[config.mk]
export PLATFORM = sky130hd
export DESIGN_NAME = bit_modify_unit
export DESIGN_NICKNAME = d
export VERILOG_FILES = /design/src/rtl/bmu_pkg.sv /design/src/rtl/bmu_addr_gen.sv /design/src/rtl/bmu_bit_alu.sv /design/src/rtl/bit_modify_unit.sv
export SDC_FILE = /design/constraint.sdc
export NUM_CORES = 1
export LEC_CHECK = 0
export BUFFER_PORTS_ARGS = -buffer_cell sky130_fd_sc_hd__clkbuf_2
export CAP_MARGIN = 20
export CORE_ASPECT_RATIO = 1.4
export CORE_MARGIN = 4
export CORE_UTILIZATION = 55
export CTS_CLUSTER_DIAMETER = 120
export CTS_CLUSTER_SIZE = 40
export DETAILED_ROUTE_END_ITERATION = 16
export GPL_TIMING_DRIVEN = 0
export PLACE_DENSITY = 0.85
export SLEW_MARGIN = 0
export SYNTH_ARGS = -nofsm -noshare
export SYNTH_HDL_FRONTEND = slang
export SYNTH_HIERARCHICAL = 1
export SYNTH_SLANG_ARGS = --single-unit
[constraint.sdc]
create_clock -name clk -period 7 [get_ports clk]
set_input_delay 0 -clock clk [delete_from_list [all_inputs] [get_ports clk]]
set_output_delay 0 -clock clk [all_outputs]
set_load 0.02 [all_outputs]
[src/rtl/bmu_pkg.sv]
package bmu_pkg;
  typedef enum logic [1:0] {
    BOP_TEST = 2'd0,
    BOP_SET  = 2'd1,
    BOP_CLR  = 2'd2,
    BOP_FLIP = 2'd3
  } bop_e;

  typedef enum logic [1:0] {
    ST_IDLE = 2'd0,
    ST_RD   = 2'd1,
    ST_WR   = 2'd2
  } bst_e;
endpackage

[src/rtl/bmu_addr_gen.sv]
// Bit number selection and word address computation.
module bmu_addr_gen #(
  parameter int DW   = 32,
  parameter int AW   = 32,
  parameter int IMMW = 8,
  localparam int IDXW = $clog2(DW),
  localparam int BSH  = $clog2(DW / 8)
) (
  input  logic            imm_form_i,
  input  logic [DW-1:0]   offs_i,
  input  logic [IMMW-1:0] imm_i,
  input  logic [AW-1:0]   base_i,
  input  logic [AW-1:0]   amask_i,
  output logic [IDXW-1:0] idx_o,
  output logic [AW-1:0]   addr_o
);
  logic signed [DW-1:0] word_disp;
  logic [AW+DW-1:0]     disp_ext;
  logic [AW-1:0]        byte_off;
  logic                 unused_imm_hi;

  // floor(offs / DW) is an arithmetic shift right
  assign word_disp = $signed(offs_i) >>> IDXW;
  assign disp_ext  = {{AW{word_disp[DW-1]}}, word_disp};
  assign byte_off  = disp_ext[AW-1:0] << BSH;

  assign idx_o  = imm_form_i ? imm_i[IDXW-1:0] : offs_i[IDXW-1:0];
  assign addr_o = (base_i + (imm_form_i ? '0 : byte_off)) & amask_i;

  assign unused_imm_hi = ^imm_i[IMMW-1:IDXW];
endmodule

[src/rtl/bmu_bit_alu.sv]
// Per-bit set/clear/complement with original bit extraction.
module bmu_bit_alu
  import bmu_pkg::*;
#(
  parameter int DW = 32,
  localparam int IDXW = $clog2(DW)
) (
  input  bop_e            op_i,
  input  logic [DW-1:0]   val_i,
  input  logic [IDXW-1:0] idx_i,
  output logic            orig_o,
  output logic [DW-1:0]   res_o
);
  assign orig_o = val_i[idx_i];

  for (genvar g = 0; g < DW; g++) begin : g_bit
    logic hit;
    assign hit = (idx_i == IDXW'(g));
    assign res_o[g] = !hit                ? val_i[g] :
                      (op_i == BOP_SET)   ? 1'b1     :
                      (op_i == BOP_CLR)   ? 1'b0     :
                      (op_i == BOP_FLIP)  ? ~val_i[g] :
                                            val_i[g];
  end
endmodule

[src/rtl/bit_modify_unit.sv]
module bit_modify_unit
  import bmu_pkg::*;
#(
  parameter int DW   = 32,
  parameter int AW   = 32,
  parameter int IMMW = 8,
  localparam int IDXW = $clog2(DW)
) (
  input  logic            clk,
  input  logic            rst_n,
  input  logic            start_i,
  input  logic [1:0]      op_i,
  input  logic            mem_form_i,
  input  logic            imm_form_i,
  input  logic [DW-1:0]   reg_val_i,
  input  logic [DW-1:0]   offs_i,
  input  logic [IMMW-1:0] imm_i,
  input  logic [AW-1:0]   base_i,
  input  logic [AW-1:0]   amask_i,
  output logic            busy_o,
  output logic            done_o,
  output logic            cf_o,
  output logic            reg_we_o,
  output logic [DW-1:0]   reg_wdata_o,
  output logic            mem_req_o,
  output logic            mem_we_o,
  output logic [AW-1:0]   mem_addr_o,
  output logic [DW-1:0]   mem_wdata_o,
  input  logic            mem_ack_i,
  input  logic [DW-1:0]   mem_rdata_i
);
  bst_e            st_q, st_d;
  bop_e            op_q, op_d;
  logic [IDXW-1:0] idx_q, idx_d;
  logic [AW-1:0]   addr_q, addr_d;
  logic [DW-1:0]   wdata_q, wdata_d;
  logic            orig_q, orig_d;
  logic            done_q, done_d;
  logic            cf_q, cf_d;
  logic            rwe_q, rwe_d;
  logic [DW-1:0]   rwd_q, rwd_d;

  logic [IDXW-1:0] idx_now;
  logic [AW-1:0]   addr_now;
  bop_e            op_in;
  bop_e            alu_op;
  logic [DW-1:0]   alu_val;
  logic [IDXW-1:0] alu_idx;
  logic            alu_orig;
  logic [DW-1:0]   alu_res;
  logic            idle;

  assign op_in = bop_e'(op_i);
  assign idle  = (st_q == ST_IDLE);

  bmu_addr_gen #(.DW(DW), .AW(AW), .IMMW(IMMW)) u_agen (
    .imm_form_i (imm_form_i),
    .offs_i     (offs_i),
    .imm_i      (imm_i),
    .base_i     (base_i),
    .amask_i    (amask_i),
    .idx_o      (idx_now),
    .addr_o     (addr_now)
  );

  // idle: operate on the register operand; otherwise on returned data
  assign alu_op  = idle ? op_in     : op_q;
  assign alu_val = idle ? reg_val_i : mem_rdata_i;
  assign alu_idx = idle ? idx_now   : idx_q;

  bmu_bit_alu #(.DW(DW)) u_alu (
    .op_i   (alu_op),
    .val_i  (alu_val),
    .idx_i  (alu_idx),
    .orig_o (alu_orig),
    .res_o  (alu_res)
  );

  always_comb begin
    st_d    = st_q;
    op_d    = op_q;
    idx_d   = idx_q;
    addr_d  = addr_q;
    wdata_d = wdata_q;
    orig_d  = orig_q;
    done_d  = 1'b0;
    cf_d    = cf_q;
    rwe_d   = 1'b0;
    rwd_d   = rwd_q;
    case (st_q)
      ST_IDLE: begin
        if (start_i) begin
          op_d   = op_in;
          idx_d  = idx_now;
          addr_d = addr_now;
          if (mem_form_i) begin
            st_d = ST_RD;
          end else begin
            done_d = 1'b1;
            cf_d   = alu_orig;
            rwe_d  = (op_in != BOP_TEST);
            rwd_d  = alu_res;
          end
        end
      end
      ST_RD: begin
        if (mem_ack_i) begin
          orig_d  = alu_orig;
          wdata_d = alu_res;
          if (op_q == BOP_TEST) begin
            st_d   = ST_IDLE;
            done_d = 1'b1;
            cf_d   = alu_orig;
          end else begin
            st_d = ST_WR;
          end
        end
      end
      ST_WR: begin
        if (mem_ack_i) begin
          st_d   = ST_IDLE;
          done_d = 1'b1;
          cf_d   = orig_q;
        end
      end
      default: st_d = ST_IDLE;
    endcase
  end

  always_ff @(posedge clk or negedge rst_n) begin
    if (!rst_n) begin
      st_q    <= ST_IDLE;
      op_q    <= BOP_TEST;
      idx_q   <= '0;
      addr_q  <= '0;
      wdata_q <= '0;
      orig_q  <= 1'b0;
      done_q  <= 1'b0;
      cf_q    <= 1'b0;
      rwe_q   <= 1'b0;
      rwd_q   <= '0;
    end else begin
      st_q    <= st_d;
      op_q    <= op_d;
      idx_q   <= idx_d;
      addr_q  <= addr_d;
      wdata_q <= wdata_d;
      orig_q  <= orig_d;
      done_q  <= done_d;
      cf_q    <= cf_d;
      rwe_q   <= rwe_d;
      rwd_q   <= rwd_d;
    end
  end

  assign busy_o      = !idle;
  assign done_o      = done_q;
  assign cf_o        = cf_q;
  assign reg_we_o    = rwe_q;
  assign reg_wdata_o = rwd_q;
  assign mem_req_o   = (st_q == ST_RD) || (st_q == ST_WR);
  assign mem_we_o    = (st_q == ST_WR);
  assign mem_addr_o  = addr_q;
  assign mem_wdata_o = wdata_q;
endmodule

==> impl_metrics.env, run 1 <==
export IMPL_synth_ff_type="dfrtp_1"
export IMPL_rsz0062_at_grt="false"
export IMPL_clkTransAtPathRegs_ns=0.09
export IMPL_max_stage_delay_ns=0.87
export IMPL_route_detailed_drc=0
export IMPL_fin_ws_ns=3.37
export IMPL_syn2layout_area_growth_pct=27.3
export IMPL_htree_levels=3
export IMPL_min_path_type="primary input to register"
export IMPL_place_ws_ns=3.47
export IMPL_wirelength_um=23800
export IMPL_overflow=0
export IMPL_drv_cap=0
export IMPL_numCtsBuffers=9
export IMPL_yosysSeqAreaShare_pct=36.0
export IMPL_drtIter0Drc=334
export IMPL_worstSetupPathType="register to register"
export IMPL_synthArstFlopShare_pct=100
export IMPL_hold_buffers=17
export IMPL_synth_top_area_share_pct=36.0
export IMPL_port_buffers=274
export IMPL_regArea_um2=2730
export IMPL_worstPathArrival_ns=3.88
export IMPL_drt_first_pass_iters=5
export IMPL_clock_latency_ns=0.35
export IMPL_grt_max_degree=110
export IMPL_final_cell_mix="clkbuf_2, mux2_2, dfrtp_1"
export IMPL_end_kind="register"
export IMPL_grt_pass1_vias=7412
export IMPL_vias=7152
export IMPL_fin_crit_ns=3.63
export IMPL_final_setup_viol_count=0
export IMPL_ctsResizeCount=0
export IMPL_multiInputGateArea_um2=4630
export IMPL_die_w_um=107
export IMPL_hold_violations=0
export IMPL_worst_pin_slew_ns=1.06
export IMPL_yosysUniqueCellTypes=58
export IMPL_cp_required_ns=7.24
export IMPL_path_max_fanout=10
export IMPL_vdd_drop_max_mv=0.269
export IMPL_cpMostUsedCell="buf_2"
export IMPL_leakagePower_nw=4.69
export IMPL_crit_path_top_delay_cell="nor4_1"
export IMPL_nNetsFinal=1251
export IMPL_drive_gt1_share_pct=45.8
export IMPL_viasPerCell=5.83
export IMPL_cts_setup_buffers=0
export IMPL_synth_edf_count=0
export IMPL_powerDensity_nw_per_um2=408
export IMPL_critical_path_top_delay_family="buffers and inverters"
export IMPL_avgRoutedWirePerCell_um=19.5
export IMPL_root_buffer="clkbuf_16"
export IMPL_max_freq_mhz=275
export IMPL_grt_first_pass_wirelength_um=37500
export IMPL_relSlewSlack_pct=28.4
export IMPL_period_share_pct=51.9
export IMPL_cts_tree="done"
export IMPL_setup_tns_ns=0
export IMPL_critical_path_buf_inv_count=5
export IMPL_clock_path_buffers=2
export IMPL_yosysTopAreaCell="dfrtp_1"
export IMPL_io_pins=278
export IMPL_antenna_found_initial=0
export IMPL_syn_inst=737
export IMPL_die_area_um2=15800
export IMPL_hpwl_um=19100
export IMPL_total_power_mw=3.94
export IMPL_rows=50
export IMPL_cts_sinks=109
export IMPL_coreArea_um2=13500
export IMPL_place_congestion=0.928
export IMPL_finalClockSkew_ns=0.0117
export IMPL_synth_area_um2=7580
export IMPL_insertedDiodeCount=0
export IMPL_ys_top_cells_by_area="dfrtp_1, mux2_2, ha_1"
export IMPL_yosysWarnings=6
export IMPL_syn_area_per_cell_um2=10.3
export IMPL_layout_commonest_cell="clkbuf_2"
export IMPL_start_util_pct=56.4
export IMPL_status="completed"
export IMPL_path_cells="inv_1 > ha_1 > buf_2 > buf_2 > mux2_2 > buf_2 > buf_2 > nor4_1 > a31oi_1 > mux2_2"
export IMPL_final_max_slew_violation_count=0
export IMPL_grt_usage_pct=30.1
export IMPL_dieHeight_um=147
export IMPL_ant_nets=0
export IMPL_cp_start_kind="register"
export IMPL_hold_slack_ns=0.000528
export IMPL_synth_nets=949
export IMPL_fillers=1030
export IMPL_synth_seq_cells=109
final timing paths:
path	start	to	slack (ns)	depth (start not counted)
hold reg to reg	cf_o	cf_o	0.49	1
min in group asynchronous	rst_n	reg_wdata_o[18]	0.31	2
max in group asynchronous	rst_n	mem_addr_o[18]	6.04	2
setup / recovery	st_q[0]	mem_wdata_o[16]	3.37	10
setup reg to reg	st_q[0]	mem_wdata_o[16]	3.37	10
hold / removal	amask_i[10]	mem_addr_o[10]	0.0005	3
final cells by class:
type	instances	area share [%]
flip-flops and latches	109	28.3
inverters	13	0.506
multi-input cells	578	47.9
plain buffers	37	1.88
clock inverters	6	0.648
clock buffers	10	2.37
repair buffers	291	16.1
well taps	182	2.36
synth_stat cells, types with 7 or more instances:
| library cell | number |
|---|---|
| a21o_1 | 8 |
| a21oi_1 | 63 |
| a31oi_1 | 33 |
| and2_1 | 23 |
| buf_2 | 21 |
| clkbuf_1 | 13 |
| dfrtp_1 | 109 |
| ha_1 | 35 |
| inv_1 | 13 |
| mux2_2 | 151 |
| mux2i_1 | 12 |
| nand2_1 | 37 |
| nand2b_1 | 15 |
| nand3_1 | 9 |
| nor2_1 | 34 |
| nor2b_1 | 35 |
| nor3_1 | 7 |
| o21ai_0 | 24 |
| xnor2_1 | 9 |
| xor2_1 | 8 |
cell families after synthesis:
group | Yosys count | synth area share [%]
mux | 170 | 25.9
flops | 109 | 36.0
simple gates | 186 | 13.0
fa+ha+maj | 36 | 6.04
compound gates | 169 | 14.1
buf+inv | 50 | 3.04
xor+xnor | 17 | 1.96
tightest hold or removal path: stages:
cell and delay (ns):
clkbuf_2 0.08, and2_1 0.11, mux2_2 0.14
report_power, final:
part / internal (mW) / total (mW) / switching (mW)
registers: 0.946 / 1.11 / 0.167
clock network: 0.253 / 0.517 / 0.264
logic: 0.962 / 2.31 / 1.34
metrics by stage:
step           cell area [um2]  util (%)  instances
6_report                  9650      71.8       1226
5_1_grt                   9650      71.8       1226
4_1_cts                   9650      71.8       1226
3_5_place_dp              9190      68.3       1193
3_3_place_gp              9180      68.3       1193
2_1_floorplan             7580         -        737
layer usage:
metal  wire length, um  up-vias  GRT usage (%)  share of wire (%)
li1                  -     3319              -                  -
met3              1590       73           3.91                6.6
met1              8390     3369           32.3                 35
met5                 0        -              0                  0
met2             12800      391           57.1                 54
met4              1070        0           13.9                4.5
flip-flops by register name (all words and copies together) (netlist names):
name and flops:
done_o 1, mem_addr_o 32, cf_o 1, reg_we_o 1, mem_wdata_o 32, reg_wdata_o 32
orig_q 1, idx_q 5, st_q 2, op_q 2
(Power assumes the default switching activity.)
==> inputs of run 2 (changes only) <==
--- a/config.mk
+++ b/config.mk
@@ -9,12 +9,12 @@
 export CAP_MARGIN = 20
 export CORE_ASPECT_RATIO = 1.4
 export CORE_MARGIN = 4
-export CORE_UTILIZATION = 55
+export CORE_UTILIZATION = 46
 export CTS_CLUSTER_DIAMETER = 120
 export CTS_CLUSTER_SIZE = 40
 export DETAILED_ROUTE_END_ITERATION = 16
 export GPL_TIMING_DRIVEN = 0
-export PLACE_DENSITY = 0.85
+export PLACE_DENSITY = 0.75
 export SLEW_MARGIN = 0
 export SYNTH_ARGS = -nofsm -noshare
 export SYNTH_HDL_FRONTEND = slang
==> constraint.sdc (replaced) <==
create_clock -name clk -period 3.3 [get_ports clk]
set_input_delay 0 -clock clk [delete_from_list [all_inputs] [get_ports clk]]
set_output_delay 0 -clock clk [all_outputs]
set_load 0.02 [all_outputs]
==> run 2 against run 1 <==
  * Sequential share of layout area is 0.35 points lower
  * Wire length is 2.2% lower
  * Clock skew is 0.0019 ns higher
  * First-iteration DRC count is 19% higher
  * Fmax is 14% higher
  * Non-clock buffer count is 6 higher
  * Total power is 110% higher
==> impl_metrics.env, run 2 (synthesis gave the netlist of run 1 again) <==
export IMPL_regArea_um2=2730
export IMPL_cts_tree="done"
export IMPL_r2r_start="st_q[0]"
export IMPL_use_met2_pct=47.3
export IMPL_final_cell_mix="clkbuf_2, mux2_2, dfrtp_1"
export IMPL_r2r_slack_ns=0.11
export IMPL_rows=55
export IMPL_grt_max_degree=110
export IMPL_drtIter0Drc=399
export IMPL_avgRoutedWirePerCell_um=18.7
export IMPL_viasPerCell=5.57
export IMPL_layout_commonest_cell="clkbuf_2"
export IMPL_vias=6952
export IMPL_insertedDiodeCount=0
export IMPL_grt_busiest_layer="met2"
export IMPL_multiInputGateArea_um2=4630
export IMPL_dieHeight_um=160
export IMPL_worst_pin_slew_ns=0.885
export IMPL_die_area_um2=18600
export IMPL_fin_crit_ns=3.19
export IMPL_port_buffers=274
export IMPL_met1_usage_pct=27.0
export IMPL_final_max_slew_violation_count=0
export IMPL_numCtsBuffers=9
export IMPL_min_path_type="primary input to register"
export IMPL_max_freq_mhz=313
export IMPL_leakagePower_nw=4.73
export IMPL_syn2layout_area_growth_pct=28.9
export IMPL_root_buffer="clkbuf_16"
export IMPL_cp_start_kind="register"
export IMPL_vdd_drop_max_mv=0.591
export IMPL_grt_first_pass_wirelength_um=35900
export IMPL_hpwl_um=18800
export IMPL_clock_path_buffers=2
export IMPL_worstPathArrival_ns=3.43
export IMPL_relSlewSlack_pct=41.0
export IMPL_start_util_pct=46.9
export IMPL_grt_usage_pct=24.6
export IMPL_drt_first_pass_iters=5
export IMPL_finalClockSkew_ns=0.0136
export IMPL_drv_cap=0
export IMPL_crit_start="st_q[0]"
export IMPL_total_power_mw=8.41
export IMPL_rsz0062_at_grt="false"
export IMPL_hold_slack_ns=0.0133
export IMPL_worstSetupPathType="register to register"
export IMPL_hold_violations=0
export IMPL_die_w_um=117
export IMPL_clock_latency_ns=0.35
export IMPL_htree_levels=3
export IMPL_final_setup_viol_count=0
export IMPL_place_congestion=0.953
export IMPL_antenna_found_initial=0
export IMPL_cp_required_ns=3.54
export IMPL_min_from="amask_i[0]"
export IMPL_fillers=1362
export IMPL_fin_ws_ns=0.109
export IMPL_drive_gt1_share_pct=46.3
export IMPL_ant_nets=0
export IMPL_grt_pass1_vias=7097
export IMPL_status="completed"
export IMPL_coreArea_um2=16200
export IMPL_cts_sinks=109
export IMPL_place_ws_ns=-0.168
export IMPL_wirelength_um=23300
export IMPL_end_kind="register"
export IMPL_clkTransAtPathRegs_ns=0.08
export IMPL_met3_usage_pct=3.49
export IMPL_powerDensity_nw_per_um2=861
export IMPL_path_max_fanout=7
export IMPL_nNetsFinal=1257
export IMPL_overflow=0
export IMPL_period_share_pct=96.7
export IMPL_route_detailed_drc=0
export IMPL_io_pins=278
[run 2: cell types whose count changed in the layout (fill, tap and decap cells not counted), moves of 2 or more]
cell | before | now
buf_6 | 2 | 4
inv_1 | 13 | 11
dlygate4sd3_1 | 17 | 21
clkbuf_1 | 14 | 12
buf_2 | 21 | 15
inv_2 | 0 | 2
buf_4 | 0 | 6
[run 2: worst paths after layout]
check | to | cells after the start
worst min register to register | orig_q | 1
worst max-delay path | cf_o | 12
worst min-delay path | mem_addr_o[0] | 3
worst max register to register | cf_o | 12
min in group asynchronous | reg_wdata_o[5] | 2
max in group asynchronous | idx_q[3] | 2
[run 2: critical path, stage by stage (launching register included)]
cell,delay (ns)
dfrtp_1,0.41
inv_2,0.09
ha_1,0.16
buf_6,0.14
buf_8,0.11
buf_4,0.14
mux2_2,0.37
mux4_2,0.47
mux2i_1,0.21
nor2_1,0.06
o32a_1,0.35
mux2_2,0.29
mux2_1,0.29
[run 2: power breakdown]
group          internal, mW  switching [mW]  total [mW]
Sequential             2.01           0.366        2.37
Clock                 0.538           0.564        1.10
Combinational          2.11            2.83        4.94
[run 2: final cells by class]
cell class,count,share of cell area [%]
buffer,35,2.05
timing repair buffer,299,16.6
multi-input combinational,578,47.4
tap,199,2.55
inverter,13,0.499
sequential,109,27.9
clock inverter,7,0.717
clock buffer,9,2.30
[run 2: metal layers]
metal	share of wire, %	wire, um
met5	0	0
met4	2.8	652
met3	6.5	1510
met2	55	12800
met1	36	8350
[run 2: per-stage QoR]
stage	utilization (%)	instances	TNS [ns]	cell area (um2)
after floorplan	-	737	0	7580
after global placement	56.9	1210	-0.328	9200
after detailed placement	57.0	1210	-0.601	9210
after CTS	60.2	1247	0	9740
after global routing	60.4	1249	0	9780
final	60.4	1249	0	9780
[run 2: repair_timing]
action                                  CTS  global route
hold buffers                             21             0
endpoints found under the setup margin   11             5
buffers inserted                          1             3
gates resized for setup                   8             5
endpoints found under the hold margin   128             0
==> inputs of run 3 (changes only) <==
--- a/config.mk
+++ b/config.mk
@@ -5,11 +5,12 @@
 export SDC_FILE = /design/constraint.sdc
 export NUM_CORES = 1
 export LEC_CHECK = 0
+export ABC_AREA = 1
 export BUFFER_PORTS_ARGS = -buffer_cell sky130_fd_sc_hd__clkbuf_2
 export CAP_MARGIN = 20
 export CORE_ASPECT_RATIO = 1.4
 export CORE_MARGIN = 4
-export CORE_UTILIZATION = 46
+export CORE_UTILIZATION = 47
 export CTS_CLUSTER_DIAMETER = 120
 export CTS_CLUSTER_SIZE = 40
 export DETAILED_ROUTE_END_ITERATION = 16
==> run 3 against run 2 <==
  * Wire length increased by 20%
  * Final area increased by 11%
  * Setup slack improved by 0.22 ns
  * Clock power about the same
  * Cell count increased by 53%
  * Clock-buffer cell count increased by 2
  * Area after synthesis increased by 11%
  * Critical endpoint unchanged
  * Utilization increased by 1.2 points
  * Sequential power decreased by 5%
  * First-iteration DRC count increased by 21%
  * Non-clock buffer count increased by 24
==> impl_metrics.env, run 3 <==
export IMPL_clock_latency_ns=0.35
export IMPL_root_buffer="clkbuf_16"
export IMPL_rows=57
export IMPL_crit_path_top_delay_cell="o21ai_1"
export IMPL_place_ws_ns=0.0528
export IMPL_synth_ff_type="dfrtp_1"
export IMPL_dp_cells=1859
export IMPL_worstSetupPathType="register to register"
export IMPL_fin_crit_ns=2.97
export IMPL_drive_gt1_share_pct=21.9
export IMPL_path_cells="inv_1 > ha_2 > clkinvlp_4 > clkbuf_2 > o21ai_1 > inv_2 > nor2_4 > nand2_1 > nand3_1 > nor2_1 > nor2_1 > inv_1 > o21ai_0 > nand3_1 > nand2_1"
export IMPL_route_detailed_drc=0
export IMPL_io_pins=278
export IMPL_overflow=0
export IMPL_wl_met3_um=1580
export IMPL_syn2layout_area_growth_pct=28.0
export IMPL_hpwl_um=22600
export IMPL_start_util_pct=48.2
export IMPL_clock_path_buffers=2
export IMPL_layout_commonest_cell="nand2_1"
export IMPL_fillers=1736
export IMPL_synth_edf_count=0
export IMPL_min_from="amask_i[31]"
export IMPL_synth_most_common_cell="nand2_1"
export IMPL_cts_sinks=109
export IMPL_period_share_pct=90.0
export IMPL_vdd_drop_max_mv=0.379
export IMPL_synth_area_um2=8450
export IMPL_relSlewSlack_pct=41.6
export IMPL_cts_setup_buffers=0
export IMPL_dpl_cell_area_um2=10100
export IMPL_final_max_slew_violation_count=0
export IMPL_cp_required_ns=3.59
export IMPL_drv_cap=0
export IMPL_cp_start_kind="register"
export IMPL_top_layer="met4"
export IMPL_leakagePower_nw=6.39
export IMPL_grt_first_pass_wirelength_um=43600
export IMPL_yosysSeqAreaShare_pct=32.3
export IMPL_grt_max_degree=110
export IMPL_min_path_type="primary input to register"
export IMPL_total_power_mw=8.42
export IMPL_avgRoutedWirePerCell_um=14.7
export IMPL_vias=9499
export IMPL_wirelength_um=28100
export IMPL_yosysWarnings=6
export IMPL_grt_usage_pct=26.9
export IMPL_dieHeight_um=167
export IMPL_final_setup_viol_count=0
export IMPL_synth_seq_cells=109
export IMPL_end_kind="register"
export IMPL_drtIter0Drc=484
export IMPL_rsz0062_at_grt="false"
export IMPL_die_area_um2=20200
export IMPL_synth_top_area_share_pct=32.3
export IMPL_setup_tns_ns=0
export IMPL_final_cell_area_um2=10800
export IMPL_final_util_pct=61.6
export IMPL_synth_top_cells_by_count="nand2_1, inv_1, dfrtp_1"
export IMPL_worstPathArrival_ns=3.26
export IMPL_route_met2_wl_um=15000
export IMPL_worst_pin_slew_ns=0.877
export IMPL_synth_nets=1561
export IMPL_insertedDiodeCount=0
export IMPL_viasPerCell=4.97
export IMPL_synthArstFlopShare_pct=100
export IMPL_fin_ws_ns=0.331
export IMPL_ys_top_cells_by_area="dfrtp_1, nand2_1, inv_1"
export IMPL_yosysUniqueCellTypes=37
export IMPL_finalClockSkew_ns=0.00845
export IMPL_max_freq_mhz=337
export IMPL_max_stage_delay_ns=0.50
export IMPL_grt_pass1_vias=9016
export IMPL_die_w_um=121
export IMPL_path_max_fanout=10
export IMPL_place_congestion=0.943
export IMPL_stdcell_count=1913
export IMPL_wl_met1_um=10200
export IMPL_final_cell_mix="nand2_1, clkbuf_2, inv_1"
export IMPL_powerDensity_nw_per_um2=779
export IMPL_syn_inst=1349
export IMPL_nNetsFinal=1884
export IMPL_clkTransAtPathRegs_ns=0.08
export IMPL_htree_levels=3
export IMPL_syn_area_per_cell_um2=6.26
export IMPL_numCtsBuffers=9
export IMPL_hold_violations=0
export IMPL_coreArea_um2=17500
export IMPL_cts_tree="done"
export IMPL_port_buffers=274
export IMPL_drt_first_pass_iters=5
export IMPL_hold_slack_ns=0.00398
export IMPL_r2r_start="st_q[0]"
export IMPL_ant_nets=0
export IMPL_yosysTopAreaCell="dfrtp_1"
export IMPL_antenna_found_initial=0
export IMPL_crit_start="st_q[0]"
export IMPL_status="completed"
[run 3: layer usage]
layer,vias up,GRT usage (%)
met4,0,11.9
met1,4250,28.6
met2,339,52.1
li1,4848,-
met5,-,0
met3,62,2.85
[run 3: cell families (layout without fill, tap and decap cells)]
group	count (synthesis)	in the layout	share of synthesized area, %
XOR/XNOR	1	1	0.104
flip-flops	109	109	32.3
buffers and inverters	233	561	11.5
adder cells (fa/ha/maj)	36	36	5.42
AO/OA/AOI/OAI	201	201	14.1
AND/OR/NAND/NOR	769	769	36.6
[run 3: power by group]
part | leakage [nW] | internal, mW | switching [mW] | total (mW)
sequential | 1.39 | 1.92 | 0.331 | 2.25
combinational | 4.86 | 1.56 | 3.52 | 5.08
clock | 0.140 | 0.563 | 0.530 | 1.09
[run 3: critical path, delay by kind of cell, from the launching register on]
family | cells | cell delay (ns)
AOI/OAI and AO/OA | 2 | 0.66
adders and majority gates | 1 | 0.26
buffers and inverters | 5 | 0.72
DFF | 1 | 0.44
and+or+nand+nor | 7 | 0.83
[run 3: timing repair]
item | 4_1_cts | 5_1_grt
resized for setup | 0 | 9
endpoints found under the setup margin | 0 | 43
hold buffers | 38 | 0
endpoints found under the hold margin | 143 | 0
[run 3: worst paths after layout]
kind	cells after the start	to	slack, ns
worst max-delay path	15	cf_o	0.33
worst min register to register	2	mem_addr_o[2]	0.48
worst min-delay path	5	mem_addr_o[31]	0.004
max in group asynchronous	2	mem_addr_o[28]	2.37
worst max register to register	15	cf_o	0.33
min in group asynchronous	2	reg_wdata_o[8]	0.32
[run 3: area by class of cell]
type                            instances  area (um2)  share of cell area (%)
Buffer                                 46         263                    2.43
Clock buffer                           11         253                    2.34
Clock inverter                          5        43.8                   0.405
Inverter                              187         716                    6.62
Multi-Input combinational cell       1007        4760                    44.0
Sequential cell                       109        2730                    25.2
Tap cell                              236         295                    2.73
Timing Repair Buffer                  312        1760                    16.3
